`config.mk`:
```
export PLATFORM = sky130hd
export DESIGN_NAME = ctxmem_ldec
export DESIGN_NICKNAME = d
export VERILOG_FILES = /design/src/rtl/ctxmem_pkg.sv /design/src/rtl/ctxmem_decode.sv /design/src/rtl/ctxmem_array.sv /design/src/rtl/ctxmem_retention.sv /design/src/rtl/ctxmem_ldec.sv
export SDC_FILE = /design/constraint.sdc
export NUM_CORES = 1
export LEC_CHECK = 0
export BUFFER_PORTS_ARGS = -buffer_cell sky130_fd_sc_hd__buf_2
export CAP_MARGIN = 30
export CORE_ASPECT_RATIO = 1.2
export CORE_MARGIN = 1
export CORE_UTILIZATION = 40
export DETAILED_ROUTE_END_ITERATION = 7
export PLACE_DENSITY_LB_ADDON = 0.12
export RECOVER_POWER = 100
export SYNTH_ARGS = -nofsm -noshare
export SYNTH_HDL_FRONTEND = slang
export SYNTH_HIERARCHICAL = 1
export SYNTH_SLANG_ARGS = --single-unit
```
`constraint.sdc`:
```
create_clock -name clk -period 9 [get_ports clk]
set_input_delay 1.8 -clock clk [delete_from_list [all_inputs] [get_ports clk]]
set_output_delay 1.8 -clock clk [all_outputs]
set_load 0.01 [all_outputs]
```
`src/rtl/ctxmem_pkg.sv`:
```
`timescale 1ns/1ps
package ctxmem_pkg;

  // What the read port is used for in a given cycle.
  typedef enum logic [1:0] {
    RD_NONE   = 2'd0,
    RD_SWITCH = 2'd1,
    RD_PROG   = 2'd2,
    RD_RFSH   = 2'd3
  } rd_kind_e;

  // Registered control word produced by the decode stage.
  typedef struct packed {
    logic     rd_en;    // read port active
    rd_kind_e kind;     // purpose of the read
    logic     wr_en;    // write port active
    logic     wr_back;  // write data is the row just read (refresh)
    logic     upd_cfg;  // read result goes to the configuration output
    logic     rd_lost;  // programming read displaced by a switch
  } ctl_t;

endpackage

```
`src/rtl/ctxmem_decode.sv`:
```
`timescale 1ns/1ps
module ctxmem_decode
  import ctxmem_pkg::*;
#(
  parameter int NCTX  = 4,
  parameter int WIDTH = 32,
  localparam int RW   = $clog2(NCTX)
) (
  input  logic             clk,
  input  logic             rst,
  input  logic             ctx_switch,
  input  logic [RW-1:0]    ctx_sel,
  input  logic             prog_rd,
  input  logic             prog_wr,
  input  logic [RW-1:0]    prog_ctx,
  input  logic [WIDTH-1:0] prog_wdata,
  output ctl_t             ctl_q,
  output logic [RW-1:0]    rd_row_q,
  output logic [RW-1:0]    wr_row_q,
  output logic [WIDTH-1:0] wdata_q
);

  logic [RW-1:0] ptr_q;     // refresh pointer
  logic [RW-1:0] active_q;  // operating context

  rd_kind_e      kind_d;
  logic [RW-1:0] rd_row_d;
  logic [RW-1:0] wr_row_d;
  logic          rd_en_d;
  logic          wr_back_d;
  logic          ptr_hit;
  logic [RW-1:0] ptr_next;

  // Read-port arbitration: switch, then programming read, then refresh.
  always_comb begin
    if (ctx_switch) begin
      kind_d   = RD_SWITCH;
      rd_row_d = ctx_sel;
    end else if (prog_rd) begin
      kind_d   = RD_PROG;
      rd_row_d = prog_ctx;
    end else if (!prog_wr) begin
      kind_d   = RD_RFSH;
      rd_row_d = ptr_q;
    end else begin
      kind_d   = RD_NONE;
      rd_row_d = ptr_q;
    end
  end

  assign rd_en_d   = (kind_d != RD_NONE);
  assign wr_back_d = rd_en_d && !prog_wr;
  assign wr_row_d  = prog_wr ? prog_ctx : rd_row_d;

  // Refresh-address comparator: a write-back of the pointer row completes its refresh.
  assign ptr_hit  = wr_back_d && (rd_row_d == ptr_q);
  assign ptr_next = (ptr_q == RW'(NCTX - 1)) ? '0 : ptr_q + RW'(1);

  always_ff @(posedge clk) begin
    if (rst) begin
      ctl_q    <= '0;
      rd_row_q <= '0;
      wr_row_q <= '0;
      ptr_q    <= '0;
      active_q <= '0;
    end else begin
      ctl_q.rd_en   <= rd_en_d;
      ctl_q.kind    <= kind_d;
      ctl_q.wr_en   <= prog_wr || rd_en_d;
      ctl_q.wr_back <= wr_back_d;
      ctl_q.upd_cfg <= (kind_d == RD_SWITCH) ||
                       ((kind_d == RD_RFSH) && (ptr_q == active_q));
      ctl_q.rd_lost <= ctx_switch && prog_rd;
      rd_row_q      <= rd_row_d;
      wr_row_q      <= wr_row_d;
      if (ptr_hit)    ptr_q    <= ptr_next;
      if (ctx_switch) active_q <= ctx_sel;
    end
  end

  // Data path register: no reset needed.
  always_ff @(posedge clk) begin
    wdata_q <= prog_wdata;
  end

endmodule

```
`src/rtl/ctxmem_array.sv`:
```
`timescale 1ns/1ps
module ctxmem_array #(
  parameter int NCTX  = 4,
  parameter int WIDTH = 32,
  localparam int RW   = $clog2(NCTX)
) (
  input  logic             clk,
  input  logic             rd_en,
  input  logic [RW-1:0]    rd_row,
  input  logic             wr_en,
  input  logic             wr_back,
  input  logic [RW-1:0]    wr_row,
  input  logic [WIDTH-1:0] wr_data,
  output logic [WIDTH-1:0] rd_data
);

  logic [WIDTH-1:0] mem [NCTX];

  // Asynchronous read: the value seen is the row before this cycle's write.
  assign rd_data = rd_en ? mem[rd_row] : '0;

  always_ff @(posedge clk) begin
    if (wr_en) mem[wr_row] <= wr_back ? mem[rd_row] : wr_data;
  end

endmodule

```
`src/rtl/ctxmem_retention.sv`:
```
`timescale 1ns/1ps
module ctxmem_retention #(
  parameter int NCTX      = 4,
  parameter int RET_LIMIT = 64,
  localparam int RW       = $clog2(NCTX),
  localparam int AW       = $clog2(RET_LIMIT + 2)
) (
  input  logic            clk,
  input  logic            rst,
  input  logic            wr_en,
  input  logic [RW-1:0]   wr_row,
  output logic [NCTX-1:0] lost
);

  localparam logic [AW-1:0] LIM = AW'(RET_LIMIT);

  for (genvar c = 0; c < NCTX; c++) begin : g_row
    logic [AW-1:0] age_q;
    logic          lost_q;
    logic          hit;

    assign hit = wr_en && (wr_row == RW'(c));

    always_ff @(posedge clk) begin
      if (rst) begin
        age_q  <= '0;
        lost_q <= 1'b0;
      end else begin
        if (hit)              age_q <= '0;
        else if (age_q <= LIM) age_q <= age_q + AW'(1);
        if (!hit && age_q == LIM) lost_q <= 1'b1;
      end
    end

    assign lost[c] = lost_q;
  end

endmodule

```
`src/rtl/ctxmem_ldec.sv`:
```
`timescale 1ns/1ps
module ctxmem_ldec
  import ctxmem_pkg::*;
#(
  parameter int NCTX      = 4,
  parameter int WIDTH     = 32,
  parameter int RET_LIMIT = 64,
  localparam int RW       = $clog2(NCTX)
) (
  input  logic             clk,
  input  logic             rst,
  input  logic             ctx_switch,
  input  logic [RW-1:0]    ctx_sel,
  input  logic             prog_rd,
  input  logic             prog_wr,
  input  logic [RW-1:0]    prog_ctx,
  input  logic [WIDTH-1:0] prog_wdata,
  output logic [WIDTH-1:0] prog_rdata,
  output logic             prog_rd_bad,
  output logic [WIDTH-1:0] cfg_out,
  output logic             mem_rd_en,
  output logic [RW-1:0]    mem_rd_row,
  output logic             mem_wr_en,
  output logic [RW-1:0]    mem_wr_row,
  output logic [NCTX-1:0]  ret_lost
);

  ctl_t             dec_ctl;
  logic [WIDTH-1:0] dec_wdata;
  logic [WIDTH-1:0] rd_data;

  ctxmem_decode #(.NCTX(NCTX), .WIDTH(WIDTH)) u_decode (
    .clk        (clk),
    .rst        (rst),
    .ctx_switch (ctx_switch),
    .ctx_sel    (ctx_sel),
    .prog_rd    (prog_rd),
    .prog_wr    (prog_wr),
    .prog_ctx   (prog_ctx),
    .prog_wdata (prog_wdata),
    .ctl_q      (dec_ctl),
    .rd_row_q   (mem_rd_row),
    .wr_row_q   (mem_wr_row),
    .wdata_q    (dec_wdata)
  );

  assign mem_rd_en = dec_ctl.rd_en;
  assign mem_wr_en = dec_ctl.wr_en;

  ctxmem_array #(.NCTX(NCTX), .WIDTH(WIDTH)) u_array (
    .clk     (clk),
    .rd_en   (dec_ctl.rd_en),
    .rd_row  (mem_rd_row),
    .wr_en   (dec_ctl.wr_en),
    .wr_back (dec_ctl.wr_back),
    .wr_row  (mem_wr_row),
    .wr_data (dec_wdata),
    .rd_data (rd_data)
  );

  ctxmem_retention #(.NCTX(NCTX), .RET_LIMIT(RET_LIMIT)) u_retention (
    .clk    (clk),
    .rst    (rst),
    .wr_en  (dec_ctl.wr_en),
    .wr_row (mem_wr_row),
    .lost   (ret_lost)
  );

  // Output stage: captures the read result in the same cycle the store acts.
  always_ff @(posedge clk) begin
    if (rst) begin
      cfg_out     <= '0;
      prog_rdata  <= '0;
      prog_rd_bad <= 1'b0;
    end else begin
      prog_rd_bad <= dec_ctl.rd_lost;
      if (dec_ctl.upd_cfg)          cfg_out    <= rd_data;
      if (dec_ctl.kind == RD_PROG)  prog_rdata <= rd_data;
    end
  end

endmodule

```
* Word level (Yosys, flattened, before mapping)
Memory sizes are Yosys's and may differ from the RTL's. A register that Yosys moved wholly into a read port is not among the register bits.
Index checks and enable logic that the tools add are counted.
** Cells by class
- Add/subtract/negate cells :: 5
- Multiplexer cells :: 12
- Equal/unequal tests :: 13
- $lt $le $gt $ge :: 4
- Reductions and logical operators :: 25
** Operators by type and width (number)
- $mux 32 :: 2
- $add 7x1->7 const B :: 4
- $eq 7x7->1 const B :: 4
- $le 7x7->1 const B :: 4
- $mux 2 :: 8
- $logic_and 1x1->1 :: 12
- $eq 2x2->1 const B :: 5
- $reduce_or 2->1 :: 4
- $logic_not 1->1 :: 5
- $eq 2x1->1 const B :: 2
- $eq 2x2->1 :: 2
- $add 2x1->2 const B :: 1
- $logic_not 2->1 :: 1
- $logic_or 1x1->1 :: 2
- $mux 1 :: 2
- $reduce_bool 2->1 :: 1
** Storage, ports and cells
- Bits of input ports :: 41
- Memories :: 1
- Output and inout port bits :: 75
- Memory bits (writable) :: 128
- Logic and storage cells :: 82
- Flip-flop bits (word level) :: 144
** Memory list
- u_array.mem :: depth 4, width 32, read ports 1, clocked after memory_dff 1, write ports 1, RTL line ctxmem_array.sv:17 : logic [WIDTH-1:0] mem [NCTX];

* Depth between registers and ports, before layout
- Depth after elaboration :: 6
- Gate-level depth with buffers :: 6
- Mapped depth without buffers :: 4

* Cells and area by module
The synthesis kept the hierarchy.
** By module, submodules not included
- ctxmem_array :: instances 1, sequential area each 3843.7 sq um, cells each 243, area an instance 5429.0 sq um
- ctxmem_ldec :: instances 1, sequential area each 1301.2 sq um, cells each 250, area an instance 2631.3 sq um
- ctxmem_retention :: instances 1, sequential area each 640.6 sq um, cells each 171, area an instance 1587.8 sq um
- ctxmem_decode :: instances 1, sequential area each 940.9 sq um, cells each 103, area an instance 1297.5 sq um

* Least setup slack after synthesis
OpenSTA, ideal clock, no wires.
- Path kind :: reg-to-reg
- Start point :: register, netlist name u_decode/ctl_q[3]
- End point :: memory u_array.mem[0][0], enable pin
- Arrival :: 2.902 ns
- Buffers on the path :: 0
- Cell stages (with the launch flop) :: 2
- Setup slack :: 5.630 ns
- Required time :: 8.532 ns
- Library setup time :: 0.468 ns
- Clock period less this slack :: 3.370 ns
- Path through :: dfxtp_1 > nor3b_1
** On the way
- Longest elaborated chain between the ends :: 2
** Ends and longest elaborated chain
- $mux 1 (2 in series) :: RTL line ctxmem_array.sv:23 : if (wr_en) mem[wr_row] <= wr_back ? mem[rd_row] : wr_data;
- end, declared :: RTL line ctxmem_array.sv:17
Every way passes these cells.

* Worst setup path in the final report
- Start point :: input port rst
- End point :: register u_decode/ctl_q[0] (netlist name)
** RTL lines
- start, declared :: RTL line ctxmem_ldec.sv:11 : input logic rst,
- end, declared :: RTL line ctxmem_decode.sv:17 : output ctl_t ctl_q,
No word-level cell between the ends.

==> impl_metrics.py <==
metrics = {
    "yosys": {
        "synth_fp_nets": 817,
        "synth-edff-count": 128,
        "yosysUniqueCellTypes": 62,
        "synthesis.area_um2": 10900,
        "synth.top_cell.area_share_pct": 35.1,
        "ys.flop_type": "dfxtp_1",
        "async_reset_ff_share_pct": 0,
        "yosysSeqAreaShare_pct": 61.5,
        "ys_top_cells_by_area": "edfxtp_1 (35%), dfxtp_1 (26%), mux4_2 (6.2%), mux2_4 (4.1%), mux2i_1 (3.8%)",
        "ys_seq_elements": 272,
        "syn_avg_cell_area_um2": 14.3,
        "yosysTopAreaCell": "edfxtp_1",
        "yosysWarningCount": 6,
        "synth_cells": 767,
    },
    "worst_hold_path": {
        "hold_path_class": "reg2reg",
    },
    "floorplan": {
        "core_um2": 26600,
        "initial_core_util_pct": 41.2,
        "die_w_um": 153,
        "die_h_um": 183,
        "die-area_um2": 28000,
        "fp-row-count": 65,
        "io_pins": 116,
    },
    "clock_tree": {
        "cts_hold_buf": 0,
        "clkLatencyLatePin_ns": 0.53,
        "cts_made_buffers": 28,
        "root_buffer": "clkbuf_16",
        "cts.sinks": 272,
        "tritoncts": "built",
        "clkSlewWorstSetupHoldPaths_ns": 0.06,
        "cts_setup_buffers": 0,
        "cts_resized": 0,
        "cts_max_level": 1,
        "clk_path_buf_depth": 3,
    },
    "placed_design": {
        "port_buffers": 115,
        "dp_worst_setup_slack_ns": 5.17,
        "placed_cells": 1179,
        "gp_congestion": 0.780,
        "dpl.hpwl_um": 14600,
    },
    "critical_path": {
        "cpMostUsedCell": "clkbuf_1",
        "crit_buf_inv": 3,
        "cp.required_ns": 9.42,
        "cp.arrival_ns": 5.78,
        "path_class": "in2reg",
        "slowest_stage": "clkbuf_1",
        "cpPeakStageDelay_ns": 2.86,
        "critPathTopFamily": "buffers and inverters",
        "critPathCaptureType": "flip-flop",
        "rrSetupSlack_ns": 5.11,
        "path_cells": "clkbuf_1 -> clkbuf_1 -> inv_1 -> and3_1",
        "crit_fanout": 110,
        "critPathLaunchType": "primary input",
    },
    "timing": {
        "max_freq_mhz": 186,
        "holdWs_ns": 0.457,
        "worst_slew_pin_slew_ns": 4.05,
        "drv_slew": 238,
        "rsz0062_at_grt": "no",
        "fin_crit_sh_pct": 59.6,
        "finalSetupTns_ns": 0,
        "setup_viol": 0,
        "slew_headroom_pct": -170,
        "final.setup_skew_ns": 0.0128,
        "period_needed_ns": 5.37,
        "hold_viol_final": 0,
        "finalWorstSetupSlack_ns": 3.63,
    },
    "grt": {
        "gr-usage-all-layers_pct": 16.9,
        "grt-ovfl-total": 0,
        "grt_pass1_wl_um": 37000,
        "grt_max_degree": 114,
        "grt_pass1_vias": 6631,
        "antenna_found_initial": 0,
    },
    "drt": {
        "wl_per_cell_um": 19.1,
        "ant_nets": 0,
        "vias_per_cell": 5.27,
        "num_vias": 6487,
        "drtIter0Drc": 273,
        "post-route-drc-count": 0,
        "firstDrtPassIters": 4,
        "wirelength_um": 23500,
    },
    "finish": {
        "final_nets": 925,
        "fin_util_pct": 46.5,
        "diodes": 0,
        "layout.cells.non_filler": 1232,
        "drive_gt1_share_pct": 17.5,
        "layout_common_cells": "dfxtp_1 (142), edfxtp_1 (128), clkbuf_1 (90)",
        "final_common_cell": "dfxtp_1",
        "areaGrowthSynthToFinish_pct": 13.1,
    },
    "pwr": {
        "ir_drop_mv": 0.137,
        "power_density_nw_per_um2": 220,
        "leakagePower_nw": 4.30,
    },
    "run_status": {
        "violations": "capacitance limit, slew limit",
        "status": "complete, but fails checks",
    },
    "run": {
        "timing.max_cap.violations": 5,
    },
}
## path summary, 6_finish.rpt
check / startpoint / end / depth (start not counted)
worst max-delay path: rst / u_decode/ctl_q[0]$_SDFF_PP0_ / 4
worst min-delay path: u_decode/ctl_q[0]$_SDFF_PP0_ / prog_rd_bad$_SDFF_PP0_ / 1
worst max register to register: u_decode/rd_row_q[0]$_SDFF_PP0_ / cfg_out[31]$_SDFFE_PP0P_ / 5
worst min register to register: u_decode/ctl_q[0]$_SDFF_PP0_ / prog_rd_bad$_SDFF_PP0_ / 1
## logic make-up (layout without fill, tap and decap cells)
family / after synthesis / in the layout / synth area share, %
muxes: 106 / 106 / 14.8
buffers and inverters: 65 / 195 / 3.70
AOI/OAI and AO/OA: 81 / 81 / 4.71
and+or+nand+nor: 223 / 223 / 13.4
xor gates and xnor gates: 11 / 11 / 0.880
DFF: 272 / 272 / 61.5
adders and majority gates: 9 / 9 / 1.03
## stage by stage
| stage | instance area (um2) | power (mW) |
|---|---|---|
| 2_1_floorplan | 10900 | 1.57 |
| 3_3_place_gp | 11700 | 1.63 |
| 3_5_place_dp | 11800 | 1.65 |
| 4_1_cts | 12700 | 2.78 |
| 5_1_grt | 12400 | 2.83 |
| 6_report | 12400 | 2.72 |
## registers in the layout (all words and copies together), names as in the netlist
register / flops
u_decode/wdata_q: 32
prog_rdata: 32
u_retention/g_row.age_q: 28
u_decode/wr_row_q: 2
cfg_out: 32
u_decode/ctl_q: 7
u_array/mem: 128
u_decode/rd_row_q: 2
u_decode/ptr_q: 2
u_decode/active_q: 2
prog_rd_bad: 1
u_retention/g_row.lost_q: 4
## report_power, final
group / internal, mW / leakage [nW] / switching, mW
clock: 0.653 / 0.440 / 0.471
sequential: 1.36 / 2.36 / 0.0295
combinational: 0.0930 / 1.50 / 0.119
total: 2.10 / 4.30 / 0.620
## synthesized netlist by cell type, drive strengths merged (20+ instances only)
| cell | instances |
|---|---|
| and2 | 32 |
| buf | 39 |
| dfxtp | 144 |
| edfxtp | 128 |
| mux2 | 32 |
| mux2i | 42 |
| mux4 | 32 |
| nand2b | 32 |
| nand3 | 20 |
| nand4bb | 32 |
| nor2 | 53 |
| o21ai | 39 |
## worst register-to-register path, cell delays in order (launching register included)
cell and delay (ns):
dfxtp_1 0.31, clkbuf_1 2.10, mux4_1 0.81, and2_1 0.22
mux2i_1 0.14, nor2_1 0.05
## layout make-up
| cell class | count | area (um2) |
|---|---|---|
| clock buffers | 34 | 754 |
| multi-input cells | 430 | 3690 |
| well taps | 335 | 419 |
| flip-flops and latches | 272 | 6730 |
| inverters | 16 | 60.1 |
| repair buffers | 127 | 576 |
| fillers | 2418 | 14200 |
| clock inverters | 18 | 146 |
## layer usage
layer / global-route usage, % / vias to the layer above / wire length (um) / part of all wire, %
met3: 2.76 / 29 / 983 / 4.2
met4: 4.44 / 0 / 390 / 1.7
met1: 21.8 / 3270 / 10400 / 44
met2: 29.4 / 143 / 11700 / 50
li1: - / 3045 / - / -
met5: 0 / - / 0 / 0
Note: power is estimated with default switching activity, not from simulation.
